### src/rtl/dly2ch_pkg.sv
package dly2ch_pkg;

  // Cycle landmarks for the two word modes.
  localparam int unsigned A_WR_LAST_32 = 66;
  localparam int unsigned WR_GAP_32    = 67;
  localparam int unsigned B_WR_FIRST_32 = 68;
  localparam int unsigned A_RD_EARLY_32 = 65;
  localparam int unsigned A_RD_LATE_32  = 134;
  localparam int unsigned MIN_NI_32     = 135;

  localparam int unsigned A_WR_LAST_30 = 62;
  localparam int unsigned WR_GAP_30    = 63;
  localparam int unsigned B_WR_FIRST_30 = 64;
  localparam int unsigned A_RD_EARLY_30 = 61;
  localparam int unsigned A_RD_LATE_30  = 126;
  localparam int unsigned MIN_NI_30     = 127;

  localparam int unsigned B_RD_FIRST = 62;
  localparam int unsigned B_RD_LAST  = 125;

  localparam int unsigned NUM_CH = 2;

  typedef struct packed {
    logic wr_a;
    logic wr_b;
    logic rd_a;
    logic rd_b;
  } win_t;

endpackage

### src/rtl/dly2ch_timer.sv
module dly2ch_timer
  import dly2ch_pkg::*;
#(
  parameter int CNT_W = 9
) (
  input  logic             clk,
  input  logic             rst_n,
  input  logic             sync_i,
  input  logic [CNT_W-1:0] ni_i,
  input  logic             mode30_i,
  output logic [CNT_W-1:0] cyc_o,
  output win_t             win_o,
  output logic             push_o
);

  logic [CNT_W-1:0] cyc_q;
  logic [CNT_W-1:0] cyc_d;
  logic [CNT_W:0]   cyc_x;
  logic [CNT_W:0]   ni_x;
  logic             short_per;
  logic             before_tail;
  logic [CNT_W-1:0] a_wr_last;
  logic [CNT_W-1:0] b_wr_first;
  logic [CNT_W-1:0] a_rd_early;
  logic [CNT_W-1:0] a_rd_late;
  logic             at_end;

  always_comb begin
    cyc_x       = {1'b0, cyc_q};
    ni_x        = {1'b0, ni_i};
    at_end      = (cyc_q >= ni_i);
    before_tail = ((cyc_x + (CNT_W+1)'(2)) <= ni_x);
    short_per   = mode30_i ? (ni_i < CNT_W'(MIN_NI_30)) : (ni_i < CNT_W'(MIN_NI_32));
    a_wr_last   = mode30_i ? CNT_W'(A_WR_LAST_30)  : CNT_W'(A_WR_LAST_32);
    b_wr_first  = mode30_i ? CNT_W'(B_WR_FIRST_30) : CNT_W'(B_WR_FIRST_32);
    a_rd_early  = mode30_i ? CNT_W'(A_RD_EARLY_30) : CNT_W'(A_RD_EARLY_32);
    a_rd_late   = mode30_i ? CNT_W'(A_RD_LATE_30)  : CNT_W'(A_RD_LATE_32);

    win_o.wr_a = !short_per && (cyc_q <= a_wr_last);
    win_o.wr_b = !short_per && (cyc_q >= b_wr_first) && before_tail;
    win_o.rd_a = !short_per && ((cyc_q <= a_rd_early) ||
                                ((cyc_q >= a_rd_late) && before_tail));
    win_o.rd_b = !short_per && (cyc_q >= CNT_W'(B_RD_FIRST)) &&
                 (cyc_q <= CNT_W'(B_RD_LAST));

    if (sync_i || at_end) begin
      cyc_d = '0;
    end else begin
      cyc_d = cyc_q + CNT_W'(1);
    end
  end

  always_ff @(posedge clk or negedge rst_n) begin
    if (!rst_n) begin
      cyc_q <= '0;
    end else begin
      cyc_q <= cyc_d;
    end
  end

  assign cyc_o  = cyc_q;
  assign push_o = at_end;

endmodule

### src/rtl/dly2ch_cap.sv
module dly2ch_cap #(
  parameter int DATA_W = 32
) (
  input  logic              clk,
  input  logic              rst_n,
  input  logic              we_i,
  input  logic [DATA_W-1:0] din_i,
  output logic [DATA_W-1:0] q_o
);

  logic [DATA_W-1:0] val_q;
  logic [DATA_W-1:0] val_d;

  always_comb begin
    val_d = val_q;
    if (we_i) begin
      val_d = din_i;
    end
  end

  always_ff @(posedge clk or negedge rst_n) begin
    if (!rst_n) begin
      val_q <= '0;
    end else begin
      val_q <= val_d;
    end
  end

  assign q_o = val_q;

endmodule

### src/rtl/dly2ch_line.sv
module dly2ch_line #(
  parameter int DATA_W = 32,
  parameter int DEPTH  = 8,
  parameter int SEL_W  = 3
) (
  input  logic              clk,
  input  logic              rst_n,
  input  logic              push_i,
  input  logic [DATA_W-1:0] din_i,
  input  logic [SEL_W-1:0]  sel_i,
  output logic [DATA_W-1:0] dout_o
);

  localparam int LINE_W = DEPTH * DATA_W;

  logic [LINE_W-1:0] stg_q;
  logic [LINE_W-1:0] stg_d;
  logic [SEL_W-1:0]  sel_c;

  always_comb begin
    stg_d = stg_q;
    if (push_i) begin
      stg_d = {stg_q[LINE_W-DATA_W-1:0], din_i};
    end
    sel_c = sel_i;
    if (int'(sel_i) >= DEPTH) begin
      sel_c = SEL_W'(DEPTH - 1);
    end
  end

  always_ff @(posedge clk or negedge rst_n) begin
    if (!rst_n) begin
      stg_q <= '0;
    end else begin
      stg_q <= stg_d;
    end
  end

  assign dout_o = stg_q[sel_c*DATA_W +: DATA_W];

endmodule

### src/rtl/dly2ch_reg.sv
module dly2ch_reg
  import dly2ch_pkg::*;
#(
  parameter int DATA_W   = 32,
  parameter int NARROW_W = 30,
  parameter int CNT_W    = 9,
  parameter int DEPTH    = 8,
  localparam int SEL_W   = $clog2(DEPTH)
) (
  input  logic              clk,
  input  logic              rst_n,
  input  logic              sync_i,
  input  logic [CNT_W-1:0]  ni_i,
  input  logic              mode30_i,
  input  logic [SEL_W-1:0]  dly_len_i,
  input  logic              wr_en_i,
  input  logic [DATA_W-1:0] wr_data_i,
  input  logic              rd_en_i,
  input  logic              rd_ch_i,
  output logic [DATA_W-1:0] rd_data_o,
  output logic              rd_valid_o,
  output logic              viol_o
);

  localparam int PAD_W  = DATA_W - NARROW_W;
  localparam int FILL_W = SEL_W + 1;

  logic rst_m;
  logic rst_q;

  always_ff @(posedge clk or negedge rst_n) begin
    if (!rst_n) begin
      rst_m <= 1'b0;
      rst_q <= 1'b0;
    end else begin
      rst_m <= 1'b1;
      rst_q <= rst_m;
    end
  end

  logic [CNT_W-1:0] cyc;
  win_t             win;
  logic             push;

  dly2ch_timer #(.CNT_W(CNT_W)) u_tmr (
    .clk      (clk),
    .rst_n    (rst_q),
    .sync_i   (sync_i),
    .ni_i     (ni_i),
    .mode30_i (mode30_i),
    .cyc_o    (cyc),
    .win_o    (win),
    .push_o   (push)
  );

  logic [DATA_W-1:0] wr_fit;
  logic [NUM_CH-1:0] we;
  logic              wr_ok;
  logic              rd_ok;

  always_comb begin
    wr_fit = mode30_i ? {{PAD_W{1'b0}}, wr_data_i[NARROW_W-1:0]} : wr_data_i;
    we[0]  = wr_en_i && win.wr_a;
    we[1]  = wr_en_i && win.wr_b;
    wr_ok  = |we;
    rd_ok  = rd_en_i && (rd_ch_i ? win.rd_b : win.rd_a);
  end

  logic [DATA_W-1:0] cap_q [NUM_CH];
  logic [DATA_W-1:0] tap   [NUM_CH];

  for (genvar gc = 0; gc < NUM_CH; gc++) begin : g_ch
    dly2ch_cap #(.DATA_W(DATA_W)) u_cap (
      .clk   (clk),
      .rst_n (rst_q),
      .we_i  (we[gc]),
      .din_i (wr_fit),
      .q_o   (cap_q[gc])
    );

    dly2ch_line #(.DATA_W(DATA_W), .DEPTH(DEPTH), .SEL_W(SEL_W)) u_line (
      .clk    (clk),
      .rst_n  (rst_q),
      .push_i (push),
      .din_i  (cap_q[gc]),
      .sel_i  (dly_len_i),
      .dout_o (tap[gc])
    );
  end

  logic [FILL_W-1:0] fill_q;
  logic [FILL_W-1:0] fill_d;
  logic              primed;
  logic [DATA_W-1:0] rdat_q;
  logic [DATA_W-1:0] rdat_d;
  logic              rval_q;
  logic              rval_d;
  logic              viol_q;
  logic              viol_d;

  always_comb begin
    fill_d = fill_q;
    if (push && (fill_q != FILL_W'(DEPTH))) begin
      fill_d = fill_q + FILL_W'(1);
    end
    primed = (fill_q > {1'b0, dly_len_i});
    rdat_d = rdat_q;
    if (rd_ok) begin
      rdat_d = rd_ch_i ? tap[1] : tap[0];
    end
    rval_d = rd_ok && primed;
    viol_d = (wr_en_i && !wr_ok) || (rd_en_i && !rd_ok);
  end

  always_ff @(posedge clk or negedge rst_q) begin
    if (!rst_q) begin
      fill_q <= '0;
      rdat_q <= '0;
      rval_q <= 1'b0;
      viol_q <= 1'b0;
    end else begin
      fill_q <= fill_d;
      rdat_q <= rdat_d;
      rval_q <= rval_d;
      viol_q <= viol_d;
    end
  end

  assign rd_data_o  = rdat_q;
  assign rd_valid_o = rval_q;
  assign viol_o     = viol_q;

endmodule

### config.mk
export PLATFORM = sky130hd
export DESIGN_NAME = dly2ch_reg
export DESIGN_NICKNAME = d
export VERILOG_FILES = /design/src/rtl/dly2ch_pkg.sv /design/src/rtl/dly2ch_timer.sv /design/src/rtl/dly2ch_cap.sv /design/src/rtl/dly2ch_line.sv /design/src/rtl/dly2ch_reg.sv
export SDC_FILE = /design/constraint.sdc
export NUM_CORES = 1
export LEC_CHECK = 0
export BUFFER_PORTS_ARGS = -buffer_cell sky130_fd_sc_hd__clkbuf_2
export CAP_MARGIN = 25
export CORE_UTILIZATION = 48
export CTS_BUF_LIST = sky130_fd_sc_hd__clkbuf_2 sky130_fd_sc_hd__clkbuf_4 sky130_fd_sc_hd__clkbuf_8
export DETAILED_ROUTE_END_ITERATION = 8
export PLACE_DENSITY = 0.75
export SYNTH_ARGS = -nofsm -noshare
export SYNTH_HDL_FRONTEND = slang
export SYNTH_SLANG_ARGS = --single-unit
### constraint.sdc
create_clock -name clk -period 28.1 [get_ports clk]
set_input_delay 4.215 -clock clk [delete_from_list [all_inputs] [get_ports clk]]
set_output_delay 4.215 -clock clk [all_outputs]
set_load 0.005 [all_outputs]
# ---- Word level (Yosys, flattened, before mapping)
# Index checks and enable logic that the tools add are counted.
dict set report word_totals {
  ff_bits 625
  in_bits 51
  output_inout_bits 34
  wordCells 58
}
dict set report op_classes {
  add_sub_neg 3
  n_lt_le_gt_ge 11
  eq_ne 1
  n_shift 2
  muxes 9
  n_reduce_logical 21
}
# cell count
set ops {}
lappend ops {{256-bit by 9-bit variable part select with 32-bit output} 2}
lappend ops {{32-bit two-way mux} 2}
lappend ops {{9-bit greater-or-equal comparator} 3}
lappend ops {{9-bit less-or-equal comparator} 2}
lappend ops {{1-bit logical AND} 14}
lappend ops {{7-bit two-way mux} 2}
lappend ops {{9-bit by 2-bit adder with 10-bit output (second input constant)} 1}
lappend ops {{10-bit by 9-bit less-or-equal comparator with 1-bit output} 1}
lappend ops {{9-bit by 1-bit adder with 9-bit output (second input constant)} 1}
lappend ops {{9-bit by 6-bit greater-or-equal comparator with 1-bit output (second input constant)} 1}
lappend ops {{9-bit by 7-bit less-or-equal comparator with 1-bit output (second input constant)} 1}
lappend ops {{9-bit by 7-bit < comparator with 1-bit output (second input constant)} 1}
lappend ops {{9-bit by 8-bit < comparator with 1-bit output (second input constant)} 1}
lappend ops {{9-bit two-way mux} 1}
lappend ops {{8-bit two-way mux} 1}
lappend ops {{4-bit by 1-bit adder with 4-bit output (second input constant)} 1}
lappend ops {{4-bit by 3-bit > comparator with 1-bit output} 1}
lappend ops {{4-bit != test (second input constant)} 1}
lappend ops {{1-bit zero test} 3}
lappend ops {{1-bit logical OR} 3}
lappend ops {{3-bit two-way mux} 1}
lappend ops {{1-bit two-way mux} 2}
lappend ops {{2-bit OR reduction} 1}

# ---- Logic depth before layout (Yosys ltp)
dict set report depth {
  word_depth 10
  depth_mapped 14
  depth_no_buf 12
}

# ---- Hierarchy
# A second synthesis with hierarchy kept.
dict set report unflattened {
  cells_unflattened 1796
  hier_area_um2 29150.5
}
# mod instances cells_each area_per_inst_um2 seq_area_each_um2
set by_module_without_submodules {}
lappend by_module_without_submodules {dly2ch_line 2 654 11503.5 6406.1}
lappend by_module_without_submodules {dly2ch_cap 2 68 1345.0 800.8}
lappend by_module_without_submodules {dly2ch_reg 1 188 2072.0 1001.0}
lappend by_module_without_submodules {dly2ch_timer 1 164 1381.3 225.2}

# ---- Worst setup path after synthesis
# OpenSTA, ideal clock, no wires.
dict set report synth_path {
  kind {input -> register}
  from {input port ni_i[7]}
  to {register rdat_q[10], in the netlist rd_data_o[10]}
  t_arrival_ns 6.214
  t_required_ns 27.975
  slack_ns 21.761
  path_stages 10
  path_buffers 1
  path_cell_list {inv_1 -> ha_1 -> a21o_1 -> a21oi_1 -> o21ai_0 -> o31ai_1 -> a31oi_1 -> nor3b_2 -> buf_6 -> mux2_4}
}
dict set report synth_via {
  elab_chain_cells 7
}
# element line
set synth_lines {}
lappend synth_lines {{from (decl)} dly2ch_reg.sv:13} ;# input logic [CNT_W-1:0] ni_i,
lappend synth_lines {{9-bit by 8-bit < comparator with 1-bit output / 9-bit by 7-bit < comparator with 1-bit output (equally long branches)} dly2ch_timer.sv:33} ;# short_per = mode30_i ? (ni_i < CNT_W'(MIN_NI_30)) : (ni_i < CNT_W'(MIN_NI_32));
lappend synth_lines {{1-bit two-way mux} dly2ch_timer.sv:33}
lappend synth_lines {{1-bit zero test} {dly2ch_timer.sv:41, dly2ch_timer.sv:43}}
lappend synth_lines {{1-bit logical AND (2 in a row)} dly2ch_timer.sv:43} ;# win_o.rd_b = !short_per && (cyc_q >= CNT_W'(B_RD_FIRST)) &&
lappend synth_lines {{1-bit two-way mux (*)} dly2ch_reg.sv:66} ;# rd_ok = rd_en_i && (rd_ch_i ? win.rd_b : win.rd_a);
lappend synth_lines {{1-bit logical AND (*)} dly2ch_reg.sv:66}
lappend synth_lines {{to (signal assigned)} dly2ch_reg.sv:123} ;# rdat_q <= rdat_d;
lappend synth_lines {{to (decl)} dly2ch_reg.sv:94} ;# logic [DATA_W-1:0] rdat_q;
# Mark *: on every way between the ends. The rest lies on a longest branch, timed or not.
# A chain may end at the register's enable or synchronous reset.

# ---- Worst setup path in the final report
dict set report layout_path {
  from {input port ni_i[6]}
  to {register g_ch[1].u_line.stg_q[246]}
}
dict set report layout_via {
  elab_chain_cells 1
}
# element line
set layout_lines {}
lappend layout_lines {{9-bit greater-or-equal comparator} dly2ch_timer.sv:31} ;# at_end = (cyc_q >= ni_i);
lappend layout_lines {{to (signal assigned)} dly2ch_line.sv:35} ;# stg_q <= stg_d;
lappend layout_lines {{to (decl)} dly2ch_line.sv:16} ;# logic [LINE_W-1:0] stg_q;
# No other way between the ends.

==> results.toml <==
[yosys]
synth_nets = 1768
synthCells = 1682
ys_seq_area_share_pct = 55.6
ys_ff_latch = 625
syn_area_per_cell_sq_um = 16.7
ys_types = 46
yosys_warnings = 0
synth_area_sq_mm = 0.0281

[sta]
setup_slack_ns = 20.39
hold_viol = 0
worst_pin_slew_ns = 0.999
finClkSkew_ns = 0.0368
finalCriticalPeriod_ns = 7.71
max-slew-margin-rel_pct = 33.4
finalSetupTns_ns = 0
maxSlewViolCount = 0
fmax_ghz = 0.130
period_share_pct = 27.4
timing.hold.ws_ns = 0.360
rsz0062_at_grt = "no"
setup_viol = 0

[floorplanning]
die_y_um = 244
pin_count = 85
die-area_sq_mm = 0.0595
die_width_um = 244
core_sq_mm = 0.0578
start_util_pct = 48.6
rows = 88

[drt]
vias = 14748
drt_first_pass_iters = 4
wl_um = 50600
route.detailed.drc = 0
ant_nets = 0
vias_per_cell = 5.58
dr.first_iter.drc_count = 704
wl_per_cell_um = 19.2

[cts]
post-cts-setup-buffers = 0
cts_sinks = 625
path_clk_slew_ns = 0.05
holdBufCountCts = 0
ctsLongestPathBuffers = 3
clock_tree.root_cell = "clkbuf_8"
ctsResizeCount = 0
cts_tree = "done"
htreeDepth = 3
numCtsBuffers = 103
insertion_delay_ns = 0.70

[power_and_ir_drop]
p_sw_mw = 0.457
leakage_nw = 15.2
combinationalPowerShare_pct = 6.4
power.share.switching_pct = 23.0
p_seq_share_pct = 49.0
clkPwrFrac_pct = 44.6
ir_drop_v = 0.0000363
power.internal_mw = 1.53
p_per_area_mw_per_mm2 = 62.9

[global_route]
grt_max_degree = 89
grt_pass1_vias = 15947
overflow = 0
antenna_found_initial = 2
grt_usage_pct = 17.9
grt_pass1_wl_um = 85800

[final_layout]
final_common_cell = "dfrtp_1"
multi_input_area_sq_mm = 0.0118
mostFrequentLayoutCells = "dfrtp_1 (624), mux2_2 (579), mux4_2 (160)"
syn2layout_area_growth_pct = 12.5
regArea_sq_mm = 0.0156
drive_above_1_share_pct = 57.7
fillers = 4507
nets = 1874

[worst_setup_path]
path_class = "in -> reg"
max_stage_delay_ns = 0.91
cp-start-kind = "primary input"
arrival_ns = 8.27
path_common_cell = "buf_4"
critPathRequiredTime_ns = 28.66
crit_buf_inv = 5
cp_max_fo = 82
crit_chain = "clkbuf_2, inv_1, ha_1, and3_1, a22oi_1, nand2_1, a31oi_1, o21bai_4, buf_4, buf_4, buf_4, mux2_2"
endpoint_kind = "register"
cpLargestDelayFamily = "buffers and inverters"
slowest_stage = "buf_4"
r2r_setup_slack_ns = 23.33

[placement]
dp_hpwl_um = 29800
routabilityCongestion = 0.815
dp_slack_ns = 19.64
portBuffers = 84

[min_path]
hold_path.class = "reg -> reg"

[run_status]
outcome = "completed"

[job]
drv_cap = 0
path summary, 6_finish.rpt:
check | from | end | cells after the start
worst max register to register | u_tmr.cyc_o[1]$_DFF_PN0_ | g_ch[1].u_line.stg_q[246]$_DFFE_PN0P_ | 10
worst min-delay path | rst_m$_DFF_PN0_ | rst_q$_DFF_PN0_ | 0
worst min register to register | rst_m$_DFF_PN0_ | rst_q$_DFF_PN0_ | 0
min in group asynchronous | rst_q$_DFF_PN0_ | rd_data_o[5]$_DFFE_PN0P_ | 0
max in group asynchronous | rst_n | rst_q$_DFF_PN0_ | 1
worst max-delay path | ni_i[6] | g_ch[1].u_line.stg_q[246]$_DFFE_PN0P_ | 12
area by class of cell:
cell class,instances,area share [%]
inverters,22,0.261
diodes,1,0.00792
repair buffers,110,2.25
flip-flops and latches,625,49.5
clock inverters,17,0.574
well taps,765,3.03
multi-input cells,926,37.4
clock buffers,175,7.04
through the flow:
step | utilization (%) | cells | power, mW | cell area, sq um
after floorplan | - | 1682 | 1.08 | 28100
after global routing | 54.7 | 2641 | 2.08 | 31600
final | 54.7 | 2641 | 1.99 | 31600
after detailed placement | 50.3 | 2444 | 1.12 | 29100
after global placement | 50.3 | 2444 | 1.11 | 29100
after CTS | 54.5 | 2636 | 2.02 | 31500
cell usage after synthesis (all sizes together):
library cell  instances  area, sq um
dfrtp               625        15600
mux2                609         6970
mux4                160         3600
buf                  88          538
ha                   35          438
inv                  22         82.6
clkbuf               21         78.8
nor2                 12         55.1
nor3                 12         60.1
nand2                11         41.3
xnor2                10         87.6
a21oi                 9         45.0
nand4                 9         62.6
o21ai                 9         45.0
nand3                 7         35.0
a21o                  5         37.5
xor2                  5         43.8
a211oi                4         30.0
a31oi                 4         25.0
nor2b                 4         25.0
o21bai                4         30.0
nor3b                 2         20.0
o211ai                2         15.0
a211o                 1         8.76
a22oi                 1         7.51
a311o                 1         10.0
a41o                  1         10.0
and3                  1         6.26
conb                  1         3.75
nor4b                 1         8.76
o2bb2ai               1         8.76
o311ai                1         8.76
o31ai                 1         7.51
o41ai                 1         8.76
or2                   1         6.26
or3                   1         6.26
cells by family (layout without fill, tap and decap cells):
group,Yosys count,count (layout),synth area share [%]
mux,769,769,37.6
xor+xnor,15,15,0.467
flops,625,625,55.6
compound gates,45,45,1.06
other cells,1,2,0.0133
buf+inv,131,324,2.49
simple gates,61,61,1.16
fa+ha+maj,35,35,1.56
state kept, by name (all words and copies together), names as in the netlist:
| signal | flops |
|---|---|
| g_ch.u_line.stg_q | 512 |
| g_ch.u_cap.q_o | 64 |
| rd_data_o | 32 |
| u_tmr.cyc_o | 9 |
| fill_q | 4 |
| rd_valid_o | 1 |
| rst_m | 1 |
| rst_q | 1 |
| viol_o | 1 |
power groups by stage:
stage | combinational (mW) | clock (mW) | sequential (mW)
after floorplan | 0.0884 | 0 | 0.991
after global placement | 0.125 | 0 | 0.987
after detailed placement | 0.129 | 0 | 0.990
after CTS | 0.129 | 0.914 | 0.974
after global routing | 0.141 | 0.955 | 0.980
final | 0.127 | 0.886 | 0.974
metal layers:
layer  wire length [um]  global-route usage [%]  part of all wire (%)  up-vias
met5                 12                       0                 0.024        -
met4               1100                    6.10                   2.2        2
met3               2030                    3.41                   4.0       85
met2              24600                    28.5                    49      221
met1              22900                    24.6                    45     7878
li1                   -                       -                     -     6562
Note: power is estimated with default switching activity, not from simulation.
